### src/rtl/dptr_pkg.sv
package dptr_pkg;
    localparam int NUM_PTR       = 2;
    localparam int BYTES_PER_PTR = 2;
    localparam int NUM_BYTE_REGS = NUM_PTR * BYTES_PER_PTR;

    typedef enum logic {
        SEL_PTR0 = 1'b0,
        SEL_PTR1 = 1'b1
    } sel_state_e;
endpackage

### src/rtl/dptr_sfr_decode.sv
module dptr_sfr_decode
    import dptr_pkg::*;
#(
    parameter int ADDR_W = 8,
    parameter int DATA_W = 8,
    parameter logic [ADDR_W-1:0] PTR_BASE = 8'h82,
    parameter logic [ADDR_W-1:0] SEL_ADDR = 8'h86
) (
    input  logic [ADDR_W-1:0]               addr,
    input  logic [NUM_BYTE_REGS*DATA_W-1:0] bytes_flat,
    input  logic                            sel_bit,
    output logic [NUM_BYTE_REGS-1:0]        byte_hit,
    output logic                            sel_hit,
    output logic                            hit,
    output logic [DATA_W-1:0]               rdata
);
    // Byte k of the flattened pointer storage lives at PTR_BASE + k.
    for (genvar k = 0; k < NUM_BYTE_REGS; k++) begin : g_byte_dec
        assign byte_hit[k] = (addr == PTR_BASE + ADDR_W'(k));
    end

    assign sel_hit = (addr == SEL_ADDR);
    assign hit     = sel_hit | (|byte_hit);

    always_comb begin
        rdata = '0;
        for (int k = 0; k < NUM_BYTE_REGS; k++) begin
            if (byte_hit[k]) begin
                rdata = bytes_flat[k*DATA_W +: DATA_W];
            end
        end
        if (sel_hit) begin
            rdata = {{(DATA_W-1){1'b0}}, sel_bit};
        end
    end
endmodule

### src/rtl/dptr_bank.sv
module dptr_bank #(
    parameter int DATA_W = 8,
    localparam int PW    = 2 * DATA_W
) (
    input  logic              clk,
    input  logic              rst_n,
    input  logic              wr_lo,
    input  logic              wr_hi,
    input  logic [DATA_W-1:0] wdata,
    input  logic              cmd_load,
    input  logic              cmd_inc,
    input  logic [PW-1:0]     load_val,
    output logic [PW-1:0]     value
);
    logic          cmd_en;
    logic [PW-1:0] cmd_val;
    logic [PW-1:0] value_d;

    // Load has priority over increment; SFR byte writes override per byte.
    assign cmd_en  = cmd_load | cmd_inc;
    assign cmd_val = cmd_load ? load_val : value + PW'(1);

    always_comb begin
        value_d = value;
        if (cmd_en) begin
            value_d = cmd_val;
        end
        if (wr_lo) begin
            value_d[DATA_W-1:0] = wdata;
        end
        if (wr_hi) begin
            value_d[PW-1:DATA_W] = wdata;
        end
    end

    always_ff @(posedge clk or negedge rst_n) begin
        if (!rst_n) begin
            value <= '0;
        end else begin
            value <= value_d;
        end
    end

    // a lone increment adds one with carry and wrap
    p_inc_carry_r6: assert property (@(posedge clk) disable iff (!rst_n)
        (cmd_inc && !cmd_load && !wr_lo && !wr_hi) |=> (value == $past(value) + PW'(1)));

    // load wins over a simultaneous increment
    p_load_wins_r10: assert property (@(posedge clk) disable iff (!rst_n)
        (cmd_load && !wr_lo && !wr_hi) |=> (value == $past(load_val)));

    // an SFR byte write overrides the command on that byte
    p_sfr_lo_wins_r9: assert property (@(posedge clk) disable iff (!rst_n)
        wr_lo |=> (value[DATA_W-1:0] == $past(wdata)));

    p_sfr_hi_wins_r9: assert property (@(posedge clk) disable iff (!rst_n)
        wr_hi |=> (value[PW-1:DATA_W] == $past(wdata)));

    // with no access at all the pointer holds
    p_idle_hold_r2: assert property (@(posedge clk) disable iff (!rst_n)
        !(cmd_load || cmd_inc || wr_lo || wr_hi) |=> $stable(value));
endmodule

### src/rtl/dptr_sel_fsm.sv
module dptr_sel_fsm
    import dptr_pkg::*;
(
    input  logic clk,
    input  logic rst_n,
    input  logic sel_we,
    input  logic sel_wbit,
    output logic sel
);
    sel_state_e state_q;
    sel_state_e state_d;

    always_ff @(posedge clk or negedge rst_n) begin
        if (!rst_n) begin
            state_q <= SEL_PTR0;
        end else begin
            state_q <= state_d;
        end
    end

    // T_TO_PTR1 / T_TO_PTR0: only bit 0 of a select write matters.
    always_comb begin
        state_d = state_q;
        unique case (state_q)
            SEL_PTR0: if (sel_we && sel_wbit)  state_d = SEL_PTR1;
            SEL_PTR1: if (sel_we && !sel_wbit) state_d = SEL_PTR0;
        endcase
    end

    always_comb begin
        sel = 1'b0;
        unique case (state_q)
            SEL_PTR0: sel = 1'b0;
            SEL_PTR1: sel = 1'b1;
        endcase
    end

    // the select follows bit 0 of each select write
    p_sel_follows_r5: assert property (@(posedge clk) disable iff (!rst_n)
        sel_we |=> (sel == $past(sel_wbit)));

    // without a select write the select holds
    p_sel_hold_r3: assert property (@(posedge clk) disable iff (!rst_n)
        !sel_we |=> $stable(sel));
endmodule

### src/rtl/dual_ptr_unit.sv
module dual_ptr_unit
    import dptr_pkg::*;
#(
    parameter int ADDR_W = 8,
    parameter int DATA_W = 8,
    parameter logic [ADDR_W-1:0] PTR_BASE = 8'h82,
    parameter logic [ADDR_W-1:0] SEL_ADDR = 8'h86,
    localparam int PW = 2 * DATA_W
) (
    input  logic              clk,
    input  logic              rst_n,
    input  logic [ADDR_W-1:0] sfr_addr,
    input  logic              sfr_we,
    input  logic [DATA_W-1:0] sfr_wdata,
    output logic [DATA_W-1:0] sfr_rdata,
    output logic              sfr_hit,
    input  logic              ptr_load,
    input  logic [PW-1:0]     ptr_load_val,
    input  logic              ptr_inc,
    output logic [PW-1:0]     ptr_addr
);
    logic [NUM_BYTE_REGS-1:0]        byte_hit;
    logic                            sel_hit;
    logic                            sel;
    logic [PW-1:0]                   ptr_val [NUM_PTR];
    logic [NUM_BYTE_REGS*DATA_W-1:0] bytes_flat;

    dptr_sfr_decode #(
        .ADDR_W  (ADDR_W),
        .DATA_W  (DATA_W),
        .PTR_BASE(PTR_BASE),
        .SEL_ADDR(SEL_ADDR)
    ) u_decode (
        .addr      (sfr_addr),
        .bytes_flat(bytes_flat),
        .sel_bit   (sel),
        .byte_hit  (byte_hit),
        .sel_hit   (sel_hit),
        .hit       (sfr_hit),
        .rdata     (sfr_rdata)
    );

    dptr_sel_fsm u_sel (
        .clk     (clk),
        .rst_n   (rst_n),
        .sel_we  (sfr_we & sel_hit),
        .sel_wbit(sfr_wdata[0]),
        .sel     (sel)
    );

    for (genvar i = 0; i < NUM_PTR; i++) begin : g_ptr
        logic active;
        assign active = (sel == 1'(i));

        dptr_bank #(.DATA_W(DATA_W)) u_bank (
            .clk     (clk),
            .rst_n   (rst_n),
            .wr_lo   (sfr_we & byte_hit[BYTES_PER_PTR*i]),
            .wr_hi   (sfr_we & byte_hit[BYTES_PER_PTR*i+1]),
            .wdata   (sfr_wdata),
            .cmd_load(ptr_load & active),
            .cmd_inc (ptr_inc & active),
            .load_val(ptr_load_val),
            .value   (ptr_val[i])
        );

        assign bytes_flat[i*PW +: PW] = ptr_val[i];
    end

    assign ptr_addr = ptr_val[sel];

    // a miss returns zero read data
    p_miss_zero_r8: assert property (@(posedge clk) disable iff (!rst_n)
        !sfr_hit |-> (sfr_rdata == '0));

    // upper select bits always read as zero
    p_sel_upper_zero_r3: assert property (@(posedge clk) disable iff (!rst_n)
        (sfr_addr == SEL_ADDR) |-> (sfr_rdata[DATA_W-1:1] == '0));

    // the inactive second pointer holds when no SFR write occurs
    p_inactive_hold_r6: assert property (@(posedge clk) disable iff (!rst_n)
        (!sel && !sfr_we) |=> $stable(ptr_val[1]));

    p_inactive0_hold_r6: assert property (@(posedge clk) disable iff (!rst_n)
        (sel && !sfr_we) |=> $stable(ptr_val[0]));
endmodule

### config.mk
export PLATFORM = sky130hd
export DESIGN_NAME = dual_ptr_unit
export DESIGN_NICKNAME = d
export VERILOG_FILES = /design/src/rtl/dptr_pkg.sv /design/src/rtl/dptr_sfr_decode.sv /design/src/rtl/dptr_bank.sv /design/src/rtl/dptr_sel_fsm.sv /design/src/rtl/dual_ptr_unit.sv
export SDC_FILE = /design/constraint.sdc
export NUM_CORES = 1
export LEC_CHECK = 0
export CAP_MARGIN = 40
export CELL_PAD_IN_SITES_DETAIL_PLACEMENT = 2
export CELL_PAD_IN_SITES_GLOBAL_PLACEMENT = 2
export CORE_ASPECT_RATIO = 0.8
export CORE_UTILIZATION = 30
export DETAILED_ROUTE_END_ITERATION = 16
export HOLD_SLACK_MARGIN = 0.12
export PLACE_DENSITY = 0.89
export SLEW_MARGIN = 10
export SYNTH_ARGS = -nofsm -noshare
export SYNTH_HDL_FRONTEND = slang
export SYNTH_SLANG_ARGS = --single-unit
### constraint.sdc
create_clock -name clk -period 2.22 [get_ports clk]
set_input_delay 0.444 -clock clk [delete_from_list [all_inputs] [get_ports clk]]
set_output_delay 0.444 -clock clk [all_outputs]
set_load 0.005 [all_outputs]
==> flow_summary.json, run 1 <==
{
  "relSlewSlack_pct": 66.4,
  "ys_seq_area_share_pct": 27.2,
  "p_leak_nw": 1.83,
  "min_period_ps": 2510,
  "crit_buf_inv": 4,
  "drive_above_1_share_pct": 31.1,
  "syn_inst": 387,
  "pre_cts_ws_ps": -1010,
  "cts_tree": "built",
  "syn_avg_cell_area_um2": 7.85,
  "grt_pass1_vias": 4468,
  "p_per_area_nw_per_um2": 621,
  "layout_common_cells": "buf_4 (60), nor2_1 (58), clkdlybuf4s50_1 (42)",
  "rows": 32,
  "crit_path_cell_trace": "buf_6, or4b_4, nor4_4, buf_6, buf_6, a22oi_1, nor2_1, buf_2",
  "wl_per_cell_um": 31.9,
  "layout_commonest_cell": "buf_4",
  "final_cell_area_um2": 4590,
  "die_h_um": 92.0,
  "regMostFlops": "g_ptr.u_bank.value",
  "gr-total-overflow": 0,
  "slowest_delay_ps": 550,
  "synthTopCellsByArea": "dfrtp_1 (27%), nor2_1 (7.4%), mux2_2 (6.3%)",
  "wl_met3_um": 1470,
  "synth_warnings": 0,
  "cts-root-buf": "clkbuf_16",
  "worstMarginPinSlew_ps": 504,
  "setup-violations-final": 9,
  "yosys.area.top_type_share_pct": 27.2,
  "cpMaxStageDelayCell": "or4b_4",
  "top_layer": "met4",
  "fin_skew_ps": 7.02,
  "end_kind": "primary output",
  "critPathKind": "input port to primary output",
  "core_area_um2": 9730,
  "synth-main-ff-cell": "dfrtp_1",
  "synth_nets": 426,
  "routed_wl_um": 20300,
  "yosysTopAreaCell": "dfrtp_1",
  "grt_pass1_wl_um": 29600,
  "cp-start-kind": "input port",
  "drtIter0Drc": 333,
  "violations": "negative setup slack",
  "largest_register_ffs": 32,
  "postLayoutCoreUtil_pct": 47.2,
  "port_buffers": 61,
  "drc": 0,
  "outcome": "finished with violations",
  "vias_per_cell": 6.46,
  "synth-edff-count": 0,
  "grt_max_degree": 34,
  "ios": 62,
  "drtAntennaViolNets": 0,
  "drt-met1-wl_um": 8250,
  "r2r_slack_ps": 40,
  "placed_cell_area_um2": 4150,
  "hp-class": "input port to async pin",
  "dp_hpwl_um": 12800,
  "die_w_um": 115,
  "rsz0062_at_grt": "true",
  "wl_met2_um": 9330,
  "finalHoldViolCount": 0,
  "clk_path_buf_depth": 2,
  "cts.sinks": 33,
  "start_util_pct": 31.2,
  "fin_ws_ps": -290,
  "largest_registers": "g_ptr.u_bank.value (32)",
  "nets": 537,
  "synth_area_um2": 3040,
  "ctsHoldBuffers": 0,
  "cpLargestDelayFamily": "simple AND/OR/NAND/NOR gates",
  "antenna_found_initial": 0,
  "worstPathRequired_ps": 1780,
  "antenna-diode-count": 0,
  "peakVddDrop_mv": 0.270,
  "cp_common_cell": "buf_6",
  "gr-usage-all-layers_pct": 39.4,
  "tns_ps": -1130,
  "async_reset_ff_share_pct": 100,
  "cts_buffers": 5,
  "worst-path-max-fanout": 4,
  "clkTransAtPathRegs_ps": 60,
  "cap_violations": 0,
  "dr.pass1.iters": 5,
  "die-area_um2": 10500,
  "via_count": 4105,
  "place_congestion": 0.942,
  "period_share_pct": 113,
  "synth_cell_types": 56,
  "fmax_mhz": 398,
  "ys_seq_elements": 33,
  "maxSlewViolCount": 0,
  "cp.arrival_ps": 2070,
  "syn_to_final_growth_pct": 51.1,
  "insertion_delay_ps": 300,
  "ctsHtreeMaxLevel": 2
}
-- report_power, final --
group,internal [mW],switching [mW],total (mW)
logic,0.462,0.541,1.00
clock network,0.532,0.321,0.853
registers,0.713,0.281,0.994
-- cells by family (layout without fill, tap and decap cells) --
logic type	after synthesis	in the layout	share of synthesized area (%)
and+or+nand+nor	163	163	27.5
AOI/OAI and AO/OA	114	114	26.4
buffers and inverters	36	148	5.44
DFF	33	33	27.2
xor gates and xnor gates	21	21	6.05
muxes	18	18	6.63
adders and majority gates	2	2	0.824
-- Yosys cell counts, drive strengths merged, types with 2 or more instances --
| cell type | n |
|---|---|
| o21ai | 18 |
| nand3 | 21 |
| nor3 | 8 |
| clkbuf | 17 |
| nand4b | 2 |
| and2 | 2 |
| xnor2 | 12 |
| a21oi | 31 |
| mux2 | 17 |
| buf | 13 |
| nand4 | 9 |
| or3 | 2 |
| and4 | 2 |
| o21bai | 2 |
| a22oi | 15 |
| nor2 | 60 |
| a31oi | 6 |
| dfrtp | 33 |
| a21o | 3 |
| nor2b | 6 |
| nor4 | 8 |
| o22ai | 6 |
| and3 | 3 |
| o221ai | 7 |
| inv | 6 |
| nand2b | 4 |
| xor2 | 9 |
| ha | 2 |
| o2bb2ai | 7 |
| nand2 | 32 |
| a41oi | 2 |
| a211o | 11 |
-- layer usage --
layer | global-route usage (%) | up-vias
li1 | - | 1652
met2 | 62.7 | 251
met3 | 6.35 | 99
met1 | 51.0 | 2103
met4 | 21.3 | 0
met5 | 0 | -
-- worst paths after layout --
kind,startpoint,endpoint,depth (start not counted)
max,sfr_addr[6],sfr_rdata[6],8
min reg2reg,g_ptr[1].u_bank.value[15]$_DFFE_PN0P_,g_ptr[1].u_bank.value[15]$_DFFE_PN0P_,2
min,rst_n,g_ptr[0].u_bank.value[8]$_DFFE_PN0P_,2
min in group clk,g_ptr[1].u_bank.value[15]$_DFFE_PN0P_,g_ptr[1].u_bank.value[15]$_DFFE_PN0P_,2
max reg2reg,g_ptr[1].u_bank.value[0]$_DFFE_PN0P_,g_ptr[1].u_bank.value[14]$_DFFE_PN0P_,7
max in group asynchronous,rst_n,g_ptr[1].u_bank.value[1]$_DFFE_PN0P_,2
-- area by class of cell --
| type | count | area, um^2 |
|---|---|---|
| Clock buffer | 5 | 125 |
| Clock inverter | 3 | 46.3 |
| Fill cell | 1071 | 5140 |
| Inverter | 6 | 22.5 |
| Multi-Input combinational cell | 318 | 2200 |
| Sequential cell | 33 | 831 |
| Tap cell | 136 | 170 |
| Timing Repair Buffer | 134 | 1200 |
-- through the flow --
| stage | hold slack, ps | total power [mW] | std cells |
|---|---|---|---|
| final | 573 | 2.85 | 635 |
| after global routing | 631 | 2.91 | 635 |
| after CTS | 609 | 2.72 | 630 |
| after detailed placement | 606 | 1.84 | 610 |
| after global placement | 562 | 1.74 | 610 |
| after floorplan | 148 | 1.30 | 387 |
-- repair_timing --
action                                  4_1_cts  5_1_grt
endpoints found under the setup margin       42       27
pin swaps                                    16        7
cloned                                        1        0
buffers inserted                             12        6
gates resized for setup                      96       20
hold endpoints to repair                      0        0
No activity file was read; power rests on OpenSTA's default activity.
==> run 2, diff against run 1 <==
--- a/config.mk
+++ b/config.mk
@@ -11,6 +11,7 @@
 export CORE_ASPECT_RATIO = 0.8
 export CORE_UTILIZATION = 30
 export DETAILED_ROUTE_END_ITERATION = 16
+export GPL_TIMING_DRIVEN = 0
 export HOLD_SLACK_MARGIN = 0.12
 export PLACE_DENSITY = 0.89
 export SLEW_MARGIN = 10
==> flow_summary.json, run 2 (synthesis gave the netlist of run 1 again) <==
{
  "worstPathRequired_ps": 1780,
  "relSlewSlack_pct": 54.6,
  "vias_per_cell": 6.39,
  "die-area_um2": 10500,
  "whs_ps": 570,
  "nets": 511,
  "critPathKind": "input port to primary output",
  "die_w_um": 115,
  "largest_register_ffs": 32,
  "multi_input_area_um2": 2150,
  "wl_per_cell_um": 30.1,
  "hp-class": "input port to async pin",
  "outcome": "finished with violations",
  "insertion_delay_ps": 300,
  "postLayoutCoreUtil_pct": 43.9,
  "ctsHtreeMaxLevel": 2,
  "grt_pass1_wl_um": 25800,
  "p_per_area_nw_per_um2": 606,
  "largest_registers": "g_ptr.u_bank.value (32)",
  "fillers": 1079,
  "antenna-diode-count": 0,
  "routed_wl_um": 18300,
  "pwr-share-seq_pct": 38.6,
  "period_share_pct": 112,
  "pre_cts_ws_ps": -1100,
  "via_count": 3885,
  "core_area_um2": 9730,
  "start_util_pct": 31.2,
  "rows": 32,
  "peakVddDrop_mv": 0.254,
  "drc": 0,
  "ios": 62,
  "grt_busiest_layer": "met2",
  "die_h_um": 92.0,
  "cp-start-kind": "input port",
  "drtAntennaViolNets": 0,
  "grt_use_met2_pct": 54.5,
  "grt_max_degree": 24,
  "port_buffers": 59,
  "min_period_ps": 2480,
  "slowest_delay_ps": 560,
  "worstMarginPinSlew_ps": 675,
  "regArea_um2": 828,
  "rsz0062_at_grt": "true",
  "cap_violations": 0,
  "layout_common_cells": "nor2_1 (54), clkdlybuf4s50_1 (36), nand2_1 (32)",
  "maxSlewViolCount": 0,
  "cts_tree": "built",
  "internal_power_mw": 1.56,
  "fin_skew_ps": 2.59,
  "place_congestion": 0.898,
  "violations": "negative setup slack",
  "clkPwrFrac_pct": 28.9,
  "crit_path_cell_trace": "buf_8, or4b_4, nor4_4, buf_4, buf_6, buf_6, a22oi_2, nor2_2, buf_2",
  "cts.sinks": 33,
  "setup-violations-final": 22,
  "switching_share_pct": 39.8,
  "layout_commonest_cell": "nor2_1",
  "cpMaxStageDelayCell": "or4b_4",
  "gr-total-overflow": 0,
  "regMostFlops": "g_ptr.u_bank.value",
  "fin_ws_ps": -260,
  "grt_use_met1_pct": 44.0,
  "dp_hpwl_um": 11100,
  "fmax_mhz": 403,
  "syn_to_final_growth_pct": 40.6,
  "drive_above_1_share_pct": 25.6,
  "cts_buffers": 5,
  "grt_use_met3_pct": 5.16,
  "clkTransAtPathRegs_ps": 60,
  "antenna_found_initial": 1,
  "worst-path-max-fanout": 3,
  "p_leak_nw": 1.70,
  "power_frac_comb_pct": 32.6,
  "power_switching_mw": 1.03,
  "cp.arrival_ps": 2040,
  "cp_common_cell": "buf_6",
  "clk_path_buf_depth": 2,
  "r2r_slack_ps": 80,
  "grt_pass1_vias": 4125,
  "gr-usage-all-layers_pct": 33.8,
  "cts-root-buf": "clkbuf_16",
  "finalPower_mw": 2.59,
  "drtIter0Drc": 316,
  "end_kind": "primary output",
  "finalHoldViolCount": 0,
  "dr.pass1.iters": 5
}
run 2: path summary, 6_finish.rpt:
check                      depth (start not counted)                             startpoint                                    end
hold / removal                                     2                                  rst_n   g_ptr[0].u_bank.value[9]$_DFFE_PN0P_
min in group clk                                   2  g_ptr[1].u_bank.value[11]$_DFFE_PN0P_  g_ptr[1].u_bank.value[11]$_DFFE_PN0P_
max in group asynchronous                          3                                  rst_n   g_ptr[1].u_bank.value[0]$_DFFE_PN0P_
setup reg to reg                                   6   g_ptr[1].u_bank.value[3]$_DFFE_PN0P_  g_ptr[1].u_bank.value[13]$_DFFE_PN0P_
setup / recovery                                   9                            sfr_addr[4]                           sfr_rdata[1]
hold reg to reg                                    2  g_ptr[1].u_bank.value[11]$_DFFE_PN0P_  g_ptr[1].u_bank.value[11]$_DFFE_PN0P_
run 2: cell type report:
class / instances / share of cell area, %
buffer: 25 / 4.36
clock buffer: 7 / 3.34
inverter: 6 / 0.527
multi-input combinational: 318 / 50.3
sequential: 33 / 19.4
tap: 136 / 3.98
timing repair buffer: 83 / 18.1
run 2: power by group through the flow:
| stage | clock, mW | sequential [mW] | combinational, mW |
|---|---|---|---|
| 2_1_floorplan | 0 | 0.837 | 0.461 |
| 3_3_place_gp | 0 | 0.927 | 0.743 |
| 3_5_place_dp | 0 | 0.940 | 0.791 |
| 4_1_cts | 0.739 | 0.948 | 0.801 |
| 5_1_grt | 0.761 | 1.00 | 0.899 |
| 6_report | 0.746 | 0.997 | 0.843 |
run 2: metrics by stage:
step / instances / TNS (ps) / cell area, um^2
floorplan: 387 / 0 / 3040
detailed placement: 584 / -29010 / 3820
finish: 608 / -2060 / 4270
global route: 608 / -2660 / 4270
CTS: 604 / -728 / 4150
global placement: 582 / -29630 / 3800
run 2: critical path: cells and delay by family:
kind	cells	cell delay (ps)
buf+inv	5	630
simple gates	3	890
compound gates	1	70
run 2: repair_timing:
item,in CTS,in global routing
endpoints found under the hold margin,10,0
pin swaps,17,6
hold buffers,1,0
buffers inserted,14,7
setup endpoints to repair,49,50
gates resized for setup,96,39
run 2: per-layer routing:
| metal | share of wire (%) | wire length (um) | up-vias |
|---|---|---|---|
| li1 | - | - | 1598 |
| met1 | 41 | 7450 | 2028 |
| met2 | 48 | 8810 | 198 |
| met3 | 7.1 | 1300 | 61 |
| met4 | 4.1 | 745 | 0 |
| met5 | 0 | 0 | - |
